## config.mk

```make
export PLATFORM = sky130hd
export DESIGN_NAME = twi_phy_hold
export DESIGN_NICKNAME = d
export VERILOG_FILES = /design/src/rtl/twi_phy_pkg.sv /design/src/rtl/twi_line_pipe.sv /design/src/rtl/twi_shift_count.sv /design/src/rtl/twi_hold_ctl.sv /design/src/rtl/twi_phy_hold.sv
export SDC_FILE = /design/constraint.sdc
export NUM_CORES = 1
export LEC_CHECK = 0
export CORE_AREA = 3 3 51 53
export CTS_BUF_LIST = sky130_fd_sc_hd__clkbuf_16
export CTS_CLUSTER_DIAMETER = 30
export DETAILED_ROUTE_END_ITERATION = 8
export DIE_AREA = 0 0 54 56
export GPL_TIMING_DRIVEN = 0
export PLACE_DENSITY = 0.79
export SLEW_MARGIN = 20
export SYNTH_ARGS = -nofsm -noshare
export SYNTH_HDL_FRONTEND = slang
export SYNTH_SLANG_ARGS = --single-unit
export TNS_END_PERCENT = 5
```

## constraint.sdc

```tcl
create_clock -name clk -period 2.7 [get_ports clk]
set_input_delay 0.675 -clock clk [delete_from_list [all_inputs] [get_ports clk]]
set_output_delay 0.675 -clock clk [all_outputs]
set_load 0.01 [all_outputs]
```

## src/rtl/twi_phy_pkg.sv

```systemverilog
package twi_phy_pkg;
   // one synchronised bus line: current and previous sampled level
   typedef struct packed {
      logic now;
      logic last;
   } line_t;

   function automatic logic line_rise(line_t l);
      return l.now & ~l.last;
   endfunction

   function automatic logic line_fall(line_t l);
      return ~l.now & l.last;
   endfunction
endpackage

```

## src/rtl/twi_line_pipe.sv

```systemverilog
module twi_line_pipe
   import twi_phy_pkg::*;
#(
   parameter int STAGES = 2
) (
   input  logic  clk,
   input  logic  rst_n,
   input  logic  line_i,
   output line_t line_o
);
   if (STAGES < 2) begin : g_bad_stages
      $error("twi_line_pipe: STAGES must be at least 2");
   end

   logic [STAGES-1:0] sync_q;
   logic              last_q;

   for (genvar s = 0; s < STAGES; s++) begin : g_stage
      always_ff @(posedge clk or negedge rst_n) begin
         if (!rst_n) begin
            sync_q[s] <= 1'b1;
         end else if (s == 0) begin
            sync_q[s] <= line_i;
         end else begin
            sync_q[s] <= sync_q[(s == 0) ? 0 : s-1];
         end
      end
   end

   always_ff @(posedge clk or negedge rst_n) begin
      if (!rst_n) last_q <= 1'b1;
      else        last_q <= sync_q[STAGES-1];
   end

   assign line_o.now  = sync_q[STAGES-1];
   assign line_o.last = last_q;
endmodule

```

## src/rtl/twi_shift_count.sv

```systemverilog
module twi_shift_count
   import twi_phy_pkg::*;
#(
   parameter int DATA_W = 8,
   parameter int CNT_W  = 4
) (
   input  logic              clk,
   input  logic              rst_n,
   input  line_t             scl,
   input  line_t             sda,
   input  logic              dr_wr,
   input  logic [DATA_W-1:0] dr_wdata,
   input  logic              cnt_wr,
   input  logic [CNT_W-1:0]  cnt_wdata,
   input  logic              ovf_clr,
   output logic [DATA_W-1:0] dr_q,
   output logic [CNT_W-1:0]  cnt_q,
   output logic              ovf_flag,
   output logic              out_bit
);
   localparam logic [CNT_W-1:0] CNT_MAX = {CNT_W{1'b1}};
   localparam logic [CNT_W-1:0] CNT_ONE = {{(CNT_W-1){1'b0}}, 1'b1};

   logic scl_rise, scl_fall, scl_edge, wrap;

   assign scl_rise = line_rise(scl);
   assign scl_fall = line_fall(scl);
   assign scl_edge = scl_rise | scl_fall;
   assign wrap     = scl_edge & ~cnt_wr & (cnt_q == CNT_MAX);

   always_ff @(posedge clk or negedge rst_n) begin
      if (!rst_n)        cnt_q <= '0;
      else if (cnt_wr)   cnt_q <= cnt_wdata;
      else if (scl_edge) cnt_q <= cnt_q + CNT_ONE;
   end

   always_ff @(posedge clk or negedge rst_n) begin
      if (!rst_n)       ovf_flag <= 1'b0;
      else if (wrap)    ovf_flag <= 1'b1;
      else if (ovf_clr) ovf_flag <= 1'b0;
   end

   always_ff @(posedge clk or negedge rst_n) begin
      if (!rst_n)        dr_q <= '1;
      else if (dr_wr)    dr_q <= dr_wdata;
      else if (scl_rise) dr_q <= {dr_q[DATA_W-2:0], sda.now};
   end

   always_ff @(posedge clk or negedge rst_n) begin
      if (!rst_n)        out_bit <= 1'b1;
      else if (dr_wr)    out_bit <= dr_wdata[DATA_W-1];
      else if (scl_fall) out_bit <= dr_q[DATA_W-1];
   end
endmodule

```

## src/rtl/twi_hold_ctl.sv

```systemverilog
module twi_hold_ctl
   import twi_phy_pkg::*;
(
   input  logic  clk,
   input  logic  rst_n,
   input  line_t scl,
   input  line_t sda,
   input  logic  start_clr,
   output logic  start_flag,
   output logic  start_hold
);
   logic start_det, armed_q;

   assign start_det = line_fall(sda) & scl.now;

   always_ff @(posedge clk or negedge rst_n) begin
      if (!rst_n)         start_flag <= 1'b0;
      else if (start_det) start_flag <= 1'b1;
      else if (start_clr) start_flag <= 1'b0;
   end

   // arms on the first SCL fall after a start
   always_ff @(posedge clk or negedge rst_n) begin
      if (!rst_n)                              armed_q <= 1'b0;
      else if (start_det)                      armed_q <= 1'b0;
      else if (start_clr)                      armed_q <= 1'b0;
      else if (start_flag && line_fall(scl))   armed_q <= 1'b1;
   end

   assign start_hold = start_flag & armed_q;
endmodule

```

## src/rtl/twi_phy_hold.sv

```systemverilog
module twi_phy_hold
   import twi_phy_pkg::*;
#(
   parameter int DATA_W      = 8,
   parameter int CNT_W       = $clog2(2*DATA_W),
   parameter int SYNC_STAGES = 2
) (
   input  logic              clk,
   input  logic              rst_n,
   input  logic              scl_i,
   input  logic              sda_i,
   output logic              scl_pull_o,
   output logic              sda_pull_o,
   input  logic              sda_oe_i,
   input  logic              dr_wr_i,
   input  logic [DATA_W-1:0] dr_wdata_i,
   output logic [DATA_W-1:0] dr_q_o,
   input  logic              cnt_wr_i,
   input  logic [CNT_W-1:0]  cnt_wdata_i,
   output logic [CNT_W-1:0]  cnt_q_o,
   output logic              start_flag_o,
   input  logic              start_clr_i,
   output logic              ovf_flag_o,
   input  logic              ovf_clr_i
);
   localparam int EDGES_PER_WORD = 2 * DATA_W;

   if (DATA_W < 2) begin : g_bad_width
      $error("twi_phy_hold: DATA_W must be at least 2");
   end
   if ((1 << CNT_W) != EDGES_PER_WORD) begin : g_bad_cnt
      $error("twi_phy_hold: counter must wrap after 2*DATA_W edges");
   end

   line_t scl_ln, sda_ln;
   logic  start_hold, out_bit;

   twi_line_pipe #(.STAGES(SYNC_STAGES)) u_scl_pipe (
      .clk(clk), .rst_n(rst_n), .line_i(scl_i), .line_o(scl_ln));

   twi_line_pipe #(.STAGES(SYNC_STAGES)) u_sda_pipe (
      .clk(clk), .rst_n(rst_n), .line_i(sda_i), .line_o(sda_ln));

   twi_shift_count #(.DATA_W(DATA_W), .CNT_W(CNT_W)) u_dp (
      .clk(clk), .rst_n(rst_n), .scl(scl_ln), .sda(sda_ln),
      .dr_wr(dr_wr_i), .dr_wdata(dr_wdata_i),
      .cnt_wr(cnt_wr_i), .cnt_wdata(cnt_wdata_i), .ovf_clr(ovf_clr_i),
      .dr_q(dr_q_o), .cnt_q(cnt_q_o), .ovf_flag(ovf_flag_o),
      .out_bit(out_bit));

   twi_hold_ctl u_hold (
      .clk(clk), .rst_n(rst_n), .scl(scl_ln), .sda(sda_ln),
      .start_clr(start_clr_i), .start_flag(start_flag_o),
      .start_hold(start_hold));

   assign scl_pull_o = start_hold | ovf_flag_o;
   assign sda_pull_o = sda_oe_i & ~out_bit;
endmodule

```

; ---- Yosys cells after proc, flatten, opt, wreduce, memory -nomap -nowiden
; Cells that the tools add are included.
[op_classes]
bitwise_logic = 15
n_shift = 0
addsub = 1
eq_ne = 1
n_reduce_logical = 7
div_mod_pow = 0
n_mux = 13
magnitude_cmp = 0
mul = 0
[ops]
columns = operator, n
row1 = 2-to-1 mux 8 bit, 2
row2 = nonzero test 2 bit, 5
row3 = 2-to-1 mux 1 bit, 9
row4 = AND 1 bit, 8
row5 = 2-to-1 mux 4 bit, 2
row6 = NOT 1 bit, 5
row7 = "adder 4 x 1 -> 4 bit, second input constant", 1
row8 = "equality test 4 bit, second input constant", 1
row9 = nonzero test 3 bit, 1
row10 = OR 1 bit, 2
row11 = logical AND 1 bit, 1
[word_totals]
n_memories = 0
ram_bits = 0
ff_bits = 22
latch_bits = 0
rom_bits = 0
out_inout_bits = 16

; ---- Longest topological paths before layout
[logic_depth]
depth_word = 6
mapped_depth = 6
depth_no_buf = 5

; ---- By module
; From an unflattened synthesis, not the netlist that was laid out.
[unflattened]
cells_unflattened = 88
hier_area_um2 = 1002.2
[modules_own_cells]
columns = module, area_per_inst_um2, cells_per_inst, n_inst, seq_area_each_um2
row1 = twi_shift_count, 700.7, 67, 1, 361.6
row2 = twi_line_pipe, 93.8, 5, 2, 78.8
row3 = twi_hold_ctl, 101.3, 9, 1, 50.0
row4 = twi_phy_hold, 12.5, 2, 1, 0.0

; ---- Worst setup path before layout
; Ideal clock, no wire load.
[synth_path]
path_kind = input port to output port
start = input sda_oe_i
end = output sda_pull_o
arrival_time_ns = 0.872
path_stages = 1
setup_slack_ns = 1.153
required_ns = 2.025
n_path_buf = 0
cell_sequence = nor2b_1
[synth_between]
elab_chain_cells = 1
[synth_lines]
columns = element, line
row1 = start: declaration, twi_phy_hold.sv:14  ; input logic sda_oe_i,
row2 = AND 1 bit, twi_phy_hold.sv:57  ; assign sda_pull_o = sda_oe_i & ~out_bit;
row3 = end: declaration, twi_phy_hold.sv:13  ; output logic sda_pull_o,
; Every way passes these cells.

; ---- Worst setup path in the final report
; Ends and elaborated chain as after synthesis.

==> results.py <==
metrics = {
    "flow_run": {
        "maxCapViolCount": 0,
    },
    "grt": {
        "grt_pass1_wl_um": 3060,
        "grt_max_degree": 23,
        "grt_pass1_vias": 701,
        "overflow": 0,
        "grt_antenna_before_repair": 0,
        "grt_usage_pct": 13.7,
    },
    "sta": {
        "hold_ws_ns": 0.356,
        "fin_skew_ns": 0.00209,
        "setup_viol": 0,
        "grt_setup_unrepaired": "false",
        "relSlewSlack_pct": 39.9,
        "setup_slack_ns": 0.253,
        "tns_ns": 0,
        "worst_pin_slew_ns": 0.898,
        "min_period_over_period_pct": 90.6,
        "min_period_ns": 2.45,
        "hold_viol": 0,
        "slew_viol_final": 0,
        "fmax_ghz": 0.409,
    },
    "clocking": {
        "numClockSinks": 22,
        "path_clk_slew_ns": 0.06,
        "postCtsSetupBuffers": 0,
        "cts_buffers": 3,
        "cts_repair_resize_count": 0,
        "root_buffer": "clkbuf_16",
        "cts_tree": "done",
        "cts_hold_buf": 0,
        "cts_buffer_depth": 2,
        "insertion_delay_ns": 0.25,
        "htree_levels": 1,
    },
    "detailed_routing": {
        "wl_per_cell_um": 12.3,
        "drt_iter0_markers": 7,
        "vias": 732,
        "drt_wl_total_um": 1830,
        "ant_nets": 0,
        "first_pass_iters": 4,
        "drc": 0,
        "drt-vias-per-instance": 4.91,
    },
    "cells_and_area": {
        "fin_cells": 149,
        "final_nets": 146,
        "postLayoutCoreUtil_pct": 65.7,
        "syn_to_final_growth_pct": 47.6,
        "drive_gt1_share_pct": 19.0,
        "antenna_cells": 0,
        "fin_area_mm2": 0.00144,
        "fill_cells": 166,
    },
    "place": {
        "port_buffers": 35,
        "post_dp_cell_area_mm2": 0.00136,
        "place_ws_ns": 0.253,
        "gp_congestion": 0.715,
        "hpwl_um": 1350,
        "dpl.cell_count": 145,
    },
    "die": {
        "dieArea_mm2": 0.00302,
        "die_x_um": 54,
        "initial_core_util_pct": 44.5,
        "design.core.area_mm2": 0.00219,
        "boundaryPins": 37,
        "rows": 17,
        "die_height_um": 56,
    },
    "yosys": {
        "synthAdderAreaFrac_pct": 3.85,
        "yosysSeqAreaShare_pct": 58.3,
        "synth_simple_gate_area_share_pct": 13.2,
        "yosys-mux-area-fraction_pct": 8.21,
        "synthCells": 82,
        "synthXorXnorAreaFrac_pct": 1.79,
        "ys_seq_elements": 22,
        "synth.avg_cell_area_um2": 11.9,
        "synth_top_family_by_area": "simple AND/OR/NAND/NOR gates",
        "yosysWarningCount": 0,
        "netlist_area_um2": 976,
        "synth-compound-area-share_pct": 10.6,
        "syn_nets": 106,
        "synth_cell_types": 24,
    },
    "critical_path": {
        "path_class": "primary input to output pin",
        "timing.rr.end": "u_dp.cnt_q[3]",
        "cp-endpoint": "sda_pull_o",
        "rr_startpoint": "u_scl_pipe.line_o[1]",
        "end_kind": "output pin",
        "start_kind": "primary input",
        "setup.worst_path.start": "sda_oe_i",
        "r2r_cells": 4,
        "required_ns": 2.03,
        "critPathArrivalTime_ns": 1.77,
        "path_max_fanout": 1,
        "r2r_slack_ns": 1.11,
    },
    "min_path": {
        "worst_hold_path.num_cells": 0,
        "worstHoldStart": "u_sda_pipe.sync_q[0]",
        "worstHoldPathType": "register to register",
    },
    "power": {
        "p_leak_nw": 0.612,
        "p_total_mw": 0.871,
        "ir_worst_vdd_mv": 0.406,
        "power_density_mw_per_mm2": 605,
    },
    "run_status": {
        "outcome": "finished clean",
    },
}
power by group:
group	internal, mW	switching (mW)	total (mW)	leakage [nW]
clock network	0.197	0.111	0.308	0.0385
registers	0.373	0.0284	0.402	0.247
logic	0.0986	0.0625	0.161	0.327
total	0.669	0.202	0.871	0.612
cells in the final DEF, fill, tap and decap left out, types with 2 or more instances in the layout:
master           synthesis  final
o21ai_0                  9      9
a211oi_1                 2      2
clkdlybuf4s50_1          0     35
dfstp_2                 15     15
dfrtp_1                  7      7
inv_1                    4      4
nor2b_1                  6      6
nor2_1                   3      3
clkbuf_16                0      3
ha_1                     3      3
nand2_1                 11     11
mux2i_1                  8      8
routing by layer:
metal / share of wire [%] / vias up / global-route usage [%] / wire (µm)
met5: 0 / - / 0 / 0
met3: 5.2 / 4 / 3.22 / 96
met2: 48 / 20 / 20.9 / 887
met4: 1.9 / 0 / 7.47 / 34
met1: 44 / 348 / 17.3 / 812
li1: - / 360 / - / -
kinds of logic after synthesis:
kind of cell / Yosys count
and+or+nand+nor: 23
DFF: 22
AOI/OAI and AO/OA: 17
muxes: 8
buffers and inverters: 7
adders and majority gates: 3
xor gates and xnor gates: 2
critical path: stages:
cell	delay, ns
clkdlybuf4s50_1	0.45
nor2b_1	0.11
clkdlybuf4s50_1	0.53
final cells by class:
cell class                 count  area (µm²)  area share, %
buffer                         3        23.8           1.65
clock buffer                   3        75.1           5.21
inverter                       4        15.0           1.04
tap                           28        35.0           2.43
clock inverter                 1        3.75          0.261
timing repair buffer          35         350           24.3
multi-input combinational     53         368           25.5
sequential                    22         569           39.5
worst min-delay path by stage:
stage | to
global placement | u_sda_pipe.line_o[1]
CTS | u_sda_pipe.line_o[1]
global route | u_scl_pipe.line_o[1]
detailed placement | u_sda_pipe.line_o[1]
finish | u_sda_pipe.line_o[1]
floorplan | u_scl_pipe.line_o[1]
synthesized netlist by cell type:
| cell type | number | area share (%) |
|---|---|---|
| dfstp_2 | 15 | 40 |
| nand2_1 | 11 | 4.2 |
| o21ai_0 | 9 | 4.6 |
| mux2i_1 | 8 | 8.2 |
| dfrtp_1 | 7 | 18 |
| nor2b_1 | 6 | 3.8 |
| inv_1 | 4 | 1.5 |
| ha_1 | 3 | 3.8 |
| nor2_1 | 3 | 1.2 |
| a211oi_1 | 2 | 1.5 |
| a21o_1 | 1 | 0.77 |
| a21oi_1 | 1 | 0.51 |
| a221o_1 | 1 | 1.0 |
| a32o_1 | 1 | 1.0 |
| buf_2 | 1 | 0.51 |
| buf_4 | 1 | 0.77 |
| buf_6 | 1 | 1.2 |
| nand4b_4 | 1 | 2.4 |
| nor3_1 | 1 | 0.51 |
| nor3_2 | 1 | 1.0 |
| o21ai_1 | 1 | 0.51 |
| o22ai_1 | 1 | 0.64 |
| xnor2_1 | 1 | 0.90 |
| xor2_1 | 1 | 0.90 |
sequential cells by signal, indices dropped and copies added, names as in the netlist:
signal	count
u_hold.armed_q	1
u_dp.out_bit	1
u_hold.start_flag	1
u_sda_pipe.sync_q	1
u_scl_pipe.sync_q	1
u_dp.dr_q	8
u_scl_pipe.line_o	1
u_scl_pipe.last_q	1
u_dp.ovf_flag	1
u_sda_pipe.line_o	1
u_dp.cnt_q	4
u_sda_pipe.last_q	1
(Power assumes the default switching activity.)
